[src/rtl/pm_pkg.sv]
package pm_pkg;

    typedef enum logic [1:0] {
        ST_EMPTY,
        ST_LOADING,
        ST_PRIMING,
        ST_READY
    } pm_state_e;

endpackage

[src/rtl/pm_row_stage.sv]
// One systolic stage: holds one pattern row, adds its agreement count
// for the incoming image row to the partial sum from the previous stage.
module pm_row_stage #(
    parameter int COLS  = 8,
    parameter int CNT_W = 7
) (
    input  logic             clk,
    input  logic             rst_n,
    input  logic             load_en,
    input  logic [COLS-1:0]  load_row,
    input  logic             adv,
    input  logic [COLS-1:0]  img_row,
    input  logic [CNT_W-1:0] sum_in,
    output logic [CNT_W-1:0] sum_out
);

    logic [COLS-1:0]  pat_q;
    logic [COLS-1:0]  agree;
    logic [CNT_W-1:0] hits;

    always_ff @(posedge clk or negedge rst_n) begin
        if (!rst_n) begin
            pat_q <= '0;
        end else if (load_en) begin
            pat_q <= load_row;
        end
    end

    assign agree = ~(pat_q ^ img_row);

    always_comb begin
        hits = '0;
        for (int c = 0; c < COLS; c++) begin
            hits = hits + CNT_W'(agree[c]);
        end
    end

    always_ff @(posedge clk or negedge rst_n) begin
        if (!rst_n) begin
            sum_out <= '0;
        end else if (adv) begin
            sum_out <= sum_in + hits;
        end
    end

endmodule

[src/rtl/pm_ctrl.sv]
// Sequencer: pattern row indexing, pipeline priming and readiness.
module pm_ctrl
    import pm_pkg::*;
#(
    parameter int ROWS   = 8,
    parameter int RIDX_W = (ROWS > 1) ? $clog2(ROWS) : 1
) (
    input  logic              clk,
    input  logic              rst_n,
    input  logic              wr_en,
    input  logic              pat_mode,
    output logic              pat_we,
    output logic [RIDX_W-1:0] pat_row_idx,
    output logic              adv,
    output logic              ready
);

    localparam logic [RIDX_W-1:0] LAST_ROW = RIDX_W'(ROWS - 1);

    pm_state_e         state_q, state_d;
    logic [RIDX_W-1:0] pidx_q;
    logic [RIDX_W-1:0] icnt_q;
    logic [RIDX_W-1:0] row_sel;
    logic              pat_wr;
    logic              img_wr;
    logic              last_pat;

    assign pat_wr   = wr_en & pat_mode;
    assign img_wr   = wr_en & ~pat_mode;
    assign row_sel  = (state_q == ST_LOADING) ? pidx_q : '0;
    assign last_pat = (row_sel == LAST_ROW);

    // next-state selection
    always_comb begin
        state_d = state_q;
        unique case (state_q)
            ST_EMPTY: begin
                if (pat_wr) state_d = last_pat ? ST_PRIMING : ST_LOADING;
            end
            ST_LOADING: begin
                if (pat_wr) state_d = last_pat ? ST_PRIMING : ST_LOADING;
            end
            ST_PRIMING: begin
                if (pat_wr)
                    state_d = last_pat ? ST_PRIMING : ST_LOADING;
                else if (img_wr && icnt_q == LAST_ROW)
                    state_d = ST_READY;
            end
            ST_READY: begin
                if (pat_wr) state_d = last_pat ? ST_PRIMING : ST_LOADING;
            end
        endcase
    end

    // state register and counters
    always_ff @(posedge clk or negedge rst_n) begin
        if (!rst_n) begin
            state_q <= ST_EMPTY;
            pidx_q  <= '0;
            icnt_q  <= '0;
        end else begin
            state_q <= state_d;
            if (pat_wr) begin
                pidx_q <= row_sel + 1'b1;
                icnt_q <= '0;
            end else if (img_wr && state_q == ST_PRIMING) begin
                icnt_q <= icnt_q + 1'b1;
            end
        end
    end

    // outputs
    always_comb begin
        pat_we      = pat_wr;
        pat_row_idx = row_sel;
        adv         = 1'b0;
        ready       = 1'b0;
        unique case (state_q)
            ST_EMPTY:   adv = 1'b0;
            ST_LOADING: adv = 1'b0;
            ST_PRIMING: adv = img_wr;
            ST_READY: begin
                adv   = img_wr;
                ready = 1'b1;
            end
        endcase
    end

endmodule

[src/rtl/pm_match_top.sv]
module pm_match_top #(
    parameter int WORD_W = 32,
    parameter int ROWS   = 8,
    parameter int COLS   = 8
) (
    input  logic              clk,
    input  logic              rst_n,
    input  logic              wr_en,
    input  logic              pat_mode,
    input  logic [WORD_W-1:0] wr_data,
    output logic [WORD_W-1:0] rd_data,
    output logic              result_valid
);

    localparam int CNT_W  = $clog2(ROWS * COLS + 1);
    localparam int RIDX_W = (ROWS > 1) ? $clog2(ROWS) : 1;

    logic              pat_we;
    logic [RIDX_W-1:0] pat_row_idx;
    logic              adv;
    logic              ready;
    logic [COLS-1:0]   pix_row;
    logic              unused_hi_bits;
    logic [CNT_W-1:0]  chain [ROWS+1];

    assign pix_row        = wr_data[COLS-1:0];
    assign unused_hi_bits = ^wr_data[WORD_W-1:COLS];
    assign chain[0]       = '0;

    pm_ctrl #(
        .ROWS   (ROWS),
        .RIDX_W (RIDX_W)
    ) u_ctrl (
        .clk         (clk),
        .rst_n       (rst_n),
        .wr_en       (wr_en),
        .pat_mode    (pat_mode),
        .pat_we      (pat_we),
        .pat_row_idx (pat_row_idx),
        .adv         (adv),
        .ready       (ready)
    );

    for (genvar g = 0; g < ROWS; g++) begin : g_stage
        pm_row_stage #(
            .COLS  (COLS),
            .CNT_W (CNT_W)
        ) u_stage (
            .clk      (clk),
            .rst_n    (rst_n),
            .load_en  (pat_we && (pat_row_idx == RIDX_W'(g))),
            .load_row (pix_row),
            .adv      (adv),
            .img_row  (pix_row),
            .sum_in   (chain[g]),
            .sum_out  (chain[g+1])
        );
    end

    assign rd_data      = ready ? WORD_W'(chain[ROWS]) : '0;
    assign result_valid = ready;

endmodule

[config.mk]
export PLATFORM = sky130hd
export DESIGN_NAME = pm_match_top
export DESIGN_NICKNAME = d
export VERILOG_FILES = /design/src/rtl/pm_pkg.sv /design/src/rtl/pm_row_stage.sv /design/src/rtl/pm_ctrl.sv /design/src/rtl/pm_match_top.sv
export SDC_FILE = /design/constraint.sdc
export NUM_CORES = 1
export LEC_CHECK = 0
export ABC_CLOCK_PERIOD_IN_PS = 5200
export BUFFER_PORTS_ARGS = -buffer_cell sky130_fd_sc_hd__clkbuf_2
export CAP_MARGIN = 20
export CORE_MARGIN = 8
export CORE_UTILIZATION = 57
export DETAILED_ROUTE_END_ITERATION = 10
export PLACE_DENSITY_LB_ADDON = 0.12
export SLEW_MARGIN = 25
export SYNTH_ARGS = -nofsm -noshare
export SYNTH_HDL_FRONTEND = slang
export SYNTH_SLANG_ARGS = --single-unit
[constraint.sdc]
create_clock -name clk -period 5.2 [get_ports clk]
set_input_delay 1.3 -clock clk [delete_from_list [all_inputs] [get_ports clk]]
set_output_delay 1.3 -clock clk [all_outputs]
set_load 0.01 [all_outputs]
==> out/qor.csv <==
stage,metric,value,unit
status,status,"finished, final reports clean",
route,first_pass_iters,4,
clocking,cts_hold_buf,0,
timing,clock.fmax,205,MHz
cells_and_area,register_area,0.00310,mm2
cells_and_area,num_antenna_cells,0,
cells_and_area,multi_input_area,0.00468,mm2
placement,pre_cts_ws,-0.108,ns
die,die_area,0.0185,mm2
route,vias,5108,
timing,layout_setup_ws,0.313,ns
clocking,numCtsBuffers,17,
timing,finalCritPeriodShare,94.0,%
clocking,cts_setup_buffers,0,
placement,placement.io_buffers,19,
clocking,clock_path_buffers,2,
hold_path,hold_path.class,reg -> reg,
critical_path,start_kind,primary input,
route,drc_errors,0,
route,ant_nets,0,
global_route,grt.total_usage,17.7,%
logic_synthesis,synth_seq_cells,124,
clocking,cts_max_level,4,
global_route,grt_max_degree,64,
critical_path,r2r-start,g_stage[7].u_stage.pat_q[1]$_DFFE_PN0P_,
cells_and_area,final_cell_mix,"124 x dfrtp_1, 94 x ha_1, 70 x mux2_2",
timing,whs,0.471,ns
route,routed_wirelength,15000,um
job,cap_violations,0,
logic_synthesis,synth_largest_area_cell,dfrtp_1,
timing,grt_setup_unrepaired,no,
critical_path,critPathCapture,g_stage[7].u_stage.sum_out[6]$_DFFE_PN0P_,
timing,setup_viol,0,
logic_synthesis,synth_top_area_share,37.9,%
logic_synthesis,synthTopCellsByArea,"dfrtp_1 38%, ha_1 14%, mux2_2 9.6%",
logic_synthesis,syn_inst,730,
critical_path,endpoint_kind,register,
cells_and_area,layout.nets,935,
cells_and_area,drive_gt1_share,19.8,%
timing,finalHoldViolations,0,
critical_path,ff2ff_setup_slack,1.17,ns
clocking,cts_tree,yes,
global_route,antenna_found_initial,0,
global_route,grt_pass1_wl,25800,um
logic_synthesis,synthFlopType,dfrtp_1,
clocking,cts_sinks,124,
die,rows,44,
critical_path,worstPathRequired,5.47,ns
timing,max_slew_margin,52.8,%
placement,routabilityCongestion,0.802,
cells_and_area,syn2layout_area_growth,11.3,%
critical_path,cp_max_fo,13,
die,start_util,57.3,%
global_route,grt_overflow,0,
logic_synthesis,async_flop_share,100,%
timing,worst_pin_slew,0.708,ns
die,io_pins,69,
logic_synthesis,syn_area,0.00820,mm2
die,die_w,136,um
logic_synthesis,synth.distinct_cells,34,
route,viasPerCell,5.27,
die,die_height,136,um
timing,fin_skew,0.00613,ns
placement,place_area,0.00853,mm2
clocking,clkSlewWorstSetupHoldPaths,0.05,ns
global_route,grt_pass1_vias,5341,
critical_path,r2r-end,g_stage[7].u_stage.sum_out[6]$_DFFE_PN0P_,
critical_path,arrival,5.15,ns
critical_path,reg2reg_depth,14,
logic_synthesis,synth-edff-count,0,
logic_synthesis,synth.avg_cell_area,11.2,um2
timing,post-route-min-period,4.89,ns
route,drt-initial-drc-count,119,
route,avgRoutedWirePerCell,15.5,um
clocking,clock_latency,0.41,ns
cells_and_area,final.fill_count,1178,
critical_path,criticalPathCategory,in -> reg,
timing,slew_violations,0,
die,core-area,0.0143,mm2
cells_and_area,layout_commonest_cell,dfrtp_1,
logic_synthesis,ys_warn_count,0,
cells_and_area,utilization,63.7,%
logic_synthesis,yosysSeqAreaShare,37.9,%
placement,dpl.hpwl,11200,um
cells_and_area,fin_area,0.00912,mm2
clocking,cts-root-buf,clkbuf_16,
clocking,post_cts_resized,0,
critical_path,cp-startpoint,wr_data[1],
## worst max-delay path, stage by stage
cell      delay, ns
clkbuf_2       0.26
xnor2_1        0.22
ha_1           0.29
inv_1          0.05
fa_1           0.48
fa_1           0.53
fa_1           0.55
inv_1          0.04
ha_1           0.21
fa_1           0.41
a21oi_1        0.20
o21ai_0        0.15
o21ai_0        0.21
xor2_1         0.16
o21ai_0        0.08
## cell usage after synthesis (all sizes together), types with 7 or more instances
master  count
and3        8
xor2       45
nor2        7
ha         94
xnor2      42
inv        58
a211oi     11
nor2b      10
nand2      63
o31ai       7
o21ai      58
dfrtp     124
fa         32
a21o       11
mux2       73
a21oi      15
buf        40
o21a        8
## flip-flops by register name, indices dropped and copies added (netlist names)
signal	cells
g_stage.u_stage.pat_q	64
g_stage.u_stage.sum_out	52
u_ctrl.icnt_q	3
u_ctrl.pidx_q	3
u_ctrl.state_q	2
## metrics by stage
step                TNS (ns)  instances
floorplan                  0        754
global placement      -0.205        938
detailed placement    -0.405        938
CTS                        0        970
global route               0        970
finish                     0        970
## cell families (layout without fill, tap and decap cells)
family | count (synthesis) | count (layout) | synth area share (%)
AOI/OAI and AO/OA | 117 | 117 | 8.58
xor gates and xnor gates | 87 | 87 | 9.30
adders and majority gates | 126 | 126 | 22.2
buffers and inverters | 104 | 136 | 6.14
DFF | 124 | 124 | 37.9
muxes | 74 | 74 | 10.2
other | 1 | 25 | 0.0458
and+or+nand+nor | 97 | 97 | 5.77
## routing by layer
layer	vias up	part of all wire [%]	track usage, %
met5	-	0	0
met4	0	1.3	5.43
met3	18	3.2	3.88
met2	51	52	31.4
met1	2532	43	21.1
li1	2507	-	-
## layout make-up
type	instances	share of cell area, %
clock buffers	22	5.20
flip-flops and latches	124	34.0
multi-input cells	526	51.3
well taps	184	2.52
inverters	58	2.39
clock inverters	10	1.25
repair buffers	46	3.29
## how the worst min path moves through the flow
stage                                                         start                                        end  slack (ns)  cells after the start
after CTS                 g_stage[7].u_stage.sum_out[3]$_DFFE_PN0P_  g_stage[7].u_stage.sum_out[3]$_DFFE_PN0P_        0.47                      2
after global placement    g_stage[7].u_stage.sum_out[4]$_DFFE_PN0P_  g_stage[7].u_stage.sum_out[4]$_DFFE_PN0P_        0.46                      2
final                     g_stage[7].u_stage.sum_out[3]$_DFFE_PN0P_  g_stage[7].u_stage.sum_out[3]$_DFFE_PN0P_        0.47                      2
after detailed placement  g_stage[7].u_stage.sum_out[3]$_DFFE_PN0P_  g_stage[7].u_stage.sum_out[3]$_DFFE_PN0P_        0.46                      2
after global routing      g_stage[7].u_stage.sum_out[6]$_DFFE_PN0P_  g_stage[7].u_stage.sum_out[6]$_DFFE_PN0P_        0.51                      2
after floorplan           g_stage[7].u_stage.sum_out[3]$_DFFE_PN0P_  g_stage[7].u_stage.sum_out[3]$_DFFE_PN0P_        0.44                      2
Power is not shown: default switching activity piles up to over one toggle a cycle in this logic, so the estimate is an artifact.
